`src/rtl/rfa_pkg.sv`:
```
package rfa_pkg;
  // spacing tolerance for a recovering reference, in master cycles
  localparam int unsigned SPACING_TOL = 1;
  // phase error accepted as aligned, in master cycles
  localparam int unsigned ALIGN_TOL = 1;

  function automatic logic within_tol(input int unsigned val,
                                      input int unsigned target,
                                      input int unsigned tol);
    return (val + tol >= target) && (val <= target + tol);
  endfunction
endpackage

```
`src/rtl/rfa_ref_mon.sv`:
```
module rfa_ref_mon #(
  parameter int unsigned FRAME_LEN   = 2048,
  parameter int unsigned LOSS_FRAMES = 3
) (
  input  logic clk,
  input  logic rst_n,
  input  logic ref_in,
  output logic ref_edge,
  output logic ref_lost
);
  import rfa_pkg::*;

  localparam int unsigned LIMIT = FRAME_LEN * LOSS_FRAMES;
  localparam int unsigned CW    = $clog2(LIMIT + 1);

  logic [2:0]    sync_q;
  logic [CW-1:0] since_q;
  logic          lost_q;
  logic [31:0]   gap;

  assign ref_edge = sync_q[1] & ~sync_q[2];
  assign gap      = 32'(since_q) + 32'd1;
  assign ref_lost = lost_q;

  always_ff @(posedge clk) begin
    if (!rst_n) begin
      sync_q  <= '0;
      since_q <= CW'(LIMIT);
      lost_q  <= 1'b1;
    end else begin
      sync_q <= {sync_q[1:0], ref_in};
      if (ref_edge) begin
        since_q <= '0;
        if (within_tol(gap, FRAME_LEN, SPACING_TOL)) lost_q <= 1'b0;
      end else begin
        if (since_q != CW'(LIMIT)) since_q <= since_q + CW'(1);
        if (gap >= LIMIT) lost_q <= 1'b1;
      end
    end
  end

  AST_LOSS_AFTER_SILENCE: assert property (@(posedge clk) disable iff (!rst_n)
    $rose(lost_q) |-> ($past(since_q) == CW'(LIMIT - 1)));
  AST_CLEAR_ON_EDGE: assert property (@(posedge clk) disable iff (!rst_n)
    $fell(lost_q) |-> $past(ref_edge));
endmodule

```
`src/rtl/rfa_frame_gen.sv`:
```
module rfa_frame_gen #(
  parameter int unsigned FRAME_LEN = 2048
) (
  input  logic clk,
  input  logic rst_n,
  input  logic ref_edge,
  input  logic ref_lost,
  output logic frame_pulse,
  output logic bclk_8m,
  output logic bclk_4m,
  output logic bclk_2m
);
  import rfa_pkg::*;

  localparam int unsigned CW = $clog2(FRAME_LEN);

  logic [CW-1:0] pos_q;
  logic          slide_q;
  logic          aligned;
  logic          wrap;
  logic          shorten;

  // phase error is the frame position seen at the reference edge
  assign aligned = (pos_q <= CW'(ALIGN_TOL)) || (pos_q >= CW'(FRAME_LEN - ALIGN_TOL));
  assign shorten = slide_q && !ref_lost;
  assign wrap    = shorten ? (pos_q == CW'(FRAME_LEN - 2)) : (pos_q == CW'(FRAME_LEN - 1));

  always_ff @(posedge clk) begin
    if (!rst_n) begin
      pos_q   <= '0;
      slide_q <= 1'b0;
    end else begin
      pos_q <= wrap ? '0 : pos_q + CW'(1);
      if (ref_lost)      slide_q <= 1'b0;
      else if (ref_edge) slide_q <= !aligned;
      else if (wrap)     slide_q <= 1'b0;
    end
  end

  assign frame_pulse = (pos_q == '0);
  assign bclk_8m     = pos_q[0];
  assign bclk_4m     = pos_q[1];
  assign bclk_2m     = pos_q[2];

  AST_PULSE_SINGLE: assert property (@(posedge clk) disable iff (!rst_n)
    frame_pulse |=> !frame_pulse);
  AST_POS_ADVANCES: assert property (@(posedge clk) disable iff (!rst_n)
    (pos_q != '0) |-> (pos_q == $past(pos_q) + CW'(1)));
  AST_NO_SLIDE_LOST: assert property (@(posedge clk) disable iff (!rst_n)
    ((pos_q == '0) && ($past(pos_q) == CW'(FRAME_LEN - 2))) |-> !$past(ref_lost));
endmodule

```
`src/rtl/rfa_ref_aligner.sv`:
```
module rfa_ref_aligner #(
  parameter int unsigned NREF        = 4,
  parameter int unsigned FRAME_LEN   = 2048,
  parameter int unsigned LOSS_FRAMES = 3,
  parameter int unsigned SELW        = (NREF > 1) ? $clog2(NREF) : 1
) (
  input  logic            clk,
  input  logic            rst_n,
  input  logic [NREF-1:0] ref_in,
  input  logic [SELW-1:0] ref_sel,
  output logic            frame_pulse,
  output logic            bclk_8m,
  output logic            bclk_4m,
  output logic            bclk_2m,
  output logic [NREF-1:0] ref_lost
);
  logic [NREF-1:0] edges;
  logic            sel_edge;
  logic            sel_lost;

  for (genvar g = 0; g < NREF; g++) begin : g_mon
    rfa_ref_mon #(.FRAME_LEN(FRAME_LEN), .LOSS_FRAMES(LOSS_FRAMES)) i_mon (
      .clk(clk), .rst_n(rst_n), .ref_in(ref_in[g]),
      .ref_edge(edges[g]), .ref_lost(ref_lost[g]));
  end

  // an index outside the populated range reads as a lost input
  always_comb begin
    sel_edge = 1'b0;
    sel_lost = 1'b1;
    for (int i = 0; i < NREF; i++) begin
      if (int'(ref_sel) == i) begin
        sel_edge = edges[i];
        sel_lost = ref_lost[i];
      end
    end
  end

  rfa_frame_gen #(.FRAME_LEN(FRAME_LEN)) i_gen (
    .clk(clk), .rst_n(rst_n), .ref_edge(sel_edge), .ref_lost(sel_lost),
    .frame_pulse(frame_pulse), .bclk_8m(bclk_8m), .bclk_4m(bclk_4m),
    .bclk_2m(bclk_2m));

  AST_SEL_EDGE_HEALTHY: assert property (@(posedge clk) disable iff (!rst_n)
    $fell(sel_lost) && $stable(ref_sel) |-> $past(sel_edge));
endmodule

```
`config.mk`:
```
export PLATFORM = sky130hd
export DESIGN_NAME = rfa_ref_aligner
export DESIGN_NICKNAME = d
export VERILOG_FILES = /design/src/rtl/rfa_pkg.sv /design/src/rtl/rfa_ref_mon.sv /design/src/rtl/rfa_frame_gen.sv /design/src/rtl/rfa_ref_aligner.sv
export SDC_FILE = /design/constraint.sdc
export NUM_CORES = 1
export LEC_CHECK = 0
export BUFFER_PORTS_ARGS = -buffer_cell sky130_fd_sc_hd__buf_2
export CAP_MARGIN = 20
export CORE_ASPECT_RATIO = 2
export CORE_UTILIZATION = 45
export CTS_CLUSTER_SIZE = 25
export DETAILED_ROUTE_END_ITERATION = 10
export HOLD_SLACK_MARGIN = 0.03
export PLACE_DENSITY = 0.68
export SKIP_CTS_REPAIR_TIMING = 1
export SYNTH_ARGS = -nofsm -noshare
export SYNTH_HDL_FRONTEND = slang
export SYNTH_HIERARCHICAL = 1
export SYNTH_SLANG_ARGS = --single-unit
```
`constraint.sdc`:
```
create_clock -name clk -period 4.2 [get_ports clk]
set_clock_uncertainty 0.1 [all_clocks]
set_input_delay 0.42 -clock clk [delete_from_list [all_inputs] [get_ports clk]]
set_output_delay 0.42 -clock clk [all_outputs]
set_load 0.01 [all_outputs]
```
==> run metrics <==
status=finished clean; Longest Clk Path Bufs=2; Post-synth top flop=dfxtp_1; final core utilization=between 40% and 50%; die area=approximately 11,000 um^2; register area share after synthesis=32.6%; Worst-Skew Late Latency=around 340 ps; gr ovfl total=0; area of the mapped netlist=4910 um^2; final hold violations=0; fin crit share=about three fifths; post-synth net total=~590; Max-slew headroom=47.7%; cells after synthesis=562; fin nets=between 500 and 600; DR iter-0 viols=194; Final HPWL DP=about 8100 um; GRT Total Usage=between 20% and 30%; layout cells sized above 1=approximately an eighth; first-pass GRT wire length=18,300 um; crit path capture type=flop; R2R Path Start=g_mon[3].i_mon/since_q[0]$_SDFFE_PP0N_; Detail Route Antenna Nets=0; DIE HEIGHT=approximately 150 um; max-cap violations=0; most frequent cells after synthesis=80 x dfxtp_1, 49 x nor2_1, 40 x nand3_1; Routed WL per cell=between 15 and 20 um; RR Endpoint=g_mon[3].i_mon/ref_lost$_SDFFE_PN1P_; first-pass detailed-route iteration total=5; Root Buffer=clkbuf_16; total number of vias=4,142; top cell type's share of synthesized area=approximately a third; Unique masters post-synth=52; cell area power density=~380 nW/um^2; Post-synth ARST share=0%; Synth area leader=dfxtp_1; Leakage=2.00 nW; Port Buffers=15; Peak Freq=a little over 0.4 GHz; Worst Path Arrival=roughly 2600 ps; final wirelength=between 10,000 and 15,000 um; Clock Pin Slew Worst Setup and Hold Paths=~60 ps; setup TNS=0 ps; Syn. warnings=6; die extent in x=75.9 um; Slew Viols, Final=0; CTS tree=done; CP max FO=12; unrepaired setup endpoints after global routing=false; CORE AREA=~11,000 um^2; Slew @ Worst Pin=roughly 780 ps; syn avg cell area=8.74 um^2; Worst VDD drop=between 0.0002 and 0.00025 V; antenna cell count=0; cts bufs inserted=9; clock sinks=80; number of global-route vias before repair=4,205; EDFF count, synth=0; IO Count=16; hold path startpoint=ref_in[3]; critical path required time=4310 ps; largest net degree at the start of global routing=36; final setup fails=0; top post-synthesis cells by area=dfxtp_1 33%, xnor2_1 5.3%, ha_1 4.1%; htree depth=3; GPL Wtd Cong=around 0.89; R2R cell count=6; setup slack, reg-to-reg=roughly 1800 ps; Residual DRC=0; Syn-to-layout area delta=6.95%; crit path kind=flop to flop; initial antenna violation count=0; Rows=53; Worst Hold Depth=2; CP startpoint kind=flop; Hold WS=approximately 190 ps; Starting Density=approximately 47%; drt via density=5.93; min cycle time layout=around 2400 ps; Synth Register Bits=80; most frequent cell after synthesis=dfxtp_1; hold endpoint=g_mon[3].i_mon/sync_q[0]$_SDFF_PN0_; Worst Hold Class=input pin to flop
through the flow:
stage / power (mW) / std cells / area, um^2 / setup slack, ps
final: 2.02 / 699 / 5250 / 1760
after detailed placement: 1.23 / 684 / 4950 / 1700
after global routing: 2.12 / 699 / 5250 / 1620
after CTS: 2.04 / 699 / 5250 / 1790
after floorplan: 1.14 / 562 / 4910 / 2250
after global placement: 1.22 / 684 / 4950 / 1760
cell type report:
| type | count | area [um^2] |
|---|---|---|
| Inverter | 23 | 86.3 |
| Timing Repair Buffer | 15 | 75.1 |
| Clock inverter | 2 | 37.5 |
| Fill cell | 986 | 5290 |
| Multi-Input combinational cell | 429 | 3010 |
| Sequential cell | 80 | 1600 |
| Clock buffer | 13 | 270 |
| Tap cell | 137 | 171 |
registers in the layout, summed over array words and instances (netlist names):
name	flops
g_mon.i_mon/sync_q	12
g_mon.i_mon/since_q	52
i_gen/slide_q	1
g_mon.i_mon/ref_lost	4
i_gen/pos_q	11
worst max-delay path by stage:
stage                                                 startpoint                              endpoint  slack (ps)  cells after the start
after floorplan           g_mon[0].i_mon/since_q[1]$_SDFFE_PP0N_  g_mon[0].i_mon/ref_lost$_SDFFE_PN1P_        2250                      6
after global placement                                ref_sel[0]            i_gen/slide_q$_SDFFE_PP0P_        1760                      6
after detailed placement                              ref_sel[0]            i_gen/slide_q$_SDFFE_PP0P_        1700                      6
after CTS                 g_mon[3].i_mon/since_q[0]$_SDFFE_PP0N_  g_mon[3].i_mon/ref_lost$_SDFFE_PN1P_        1790                      6
after global routing      g_mon[3].i_mon/since_q[0]$_SDFFE_PP0N_  g_mon[3].i_mon/ref_lost$_SDFFE_PN1P_        1620                      6
final                     g_mon[3].i_mon/since_q[0]$_SDFFE_PP0N_  g_mon[3].i_mon/ref_lost$_SDFFE_PN1P_        1760                      6
critical path, cell delays in order (launching register included):
cell and delay (ps):
dfxtp_1 580, ha_1 370, nand2_4 130, nor4_2 390
mux2_2 390, a221oi_2 240, o211ai_1 110
power by group:
group          internal, mW  switching [mW]
Clock                 0.506           0.294
Sequential            0.797          0.0770
Combinational         0.158           0.184
layout by cell type (no fill, tap or decap), drive strengths merged, types with 11 or more instances in the layout:
| cell | instances |
|---|---|
| ha | 16 |
| buf | 15 |
| nor3 | 14 |
| nand3 | 44 |
| dfxtp | 80 |
| a21oi | 21 |
| xnor2 | 30 |
| o21ai | 29 |
| nor2 | 49 |
| inv | 23 |
| nand4 | 11 |
| nor4 | 34 |
| clkbuf | 13 |
| nand2 | 32 |
| xor2 | 14 |
| and2 | 12 |
cell families (layout without fill, tap and decap cells):
family | Yosys count | in the layout | share of synthesized area (%)
xor+xnor | 44 | 44 | 7.85
mux | 18 | 18 | 4.53
simple gates | 251 | 251 | 30.7
compound gates | 100 | 100 | 14.2
buf+inv | 53 | 53 | 6.09
flops | 80 | 80 | 32.6
fa+ha+maj | 16 | 16 | 4.08
routing by layer:
metal,vias up,part of all wire (%),global-route usage (%)
li1,2041,-,-
met3,41,2.5,4.11
met5,-,0,0
met2,104,54,37.5
met1,1956,39,20.6
met4,0,4.1,14.3
(Power assumes the default switching activity.)
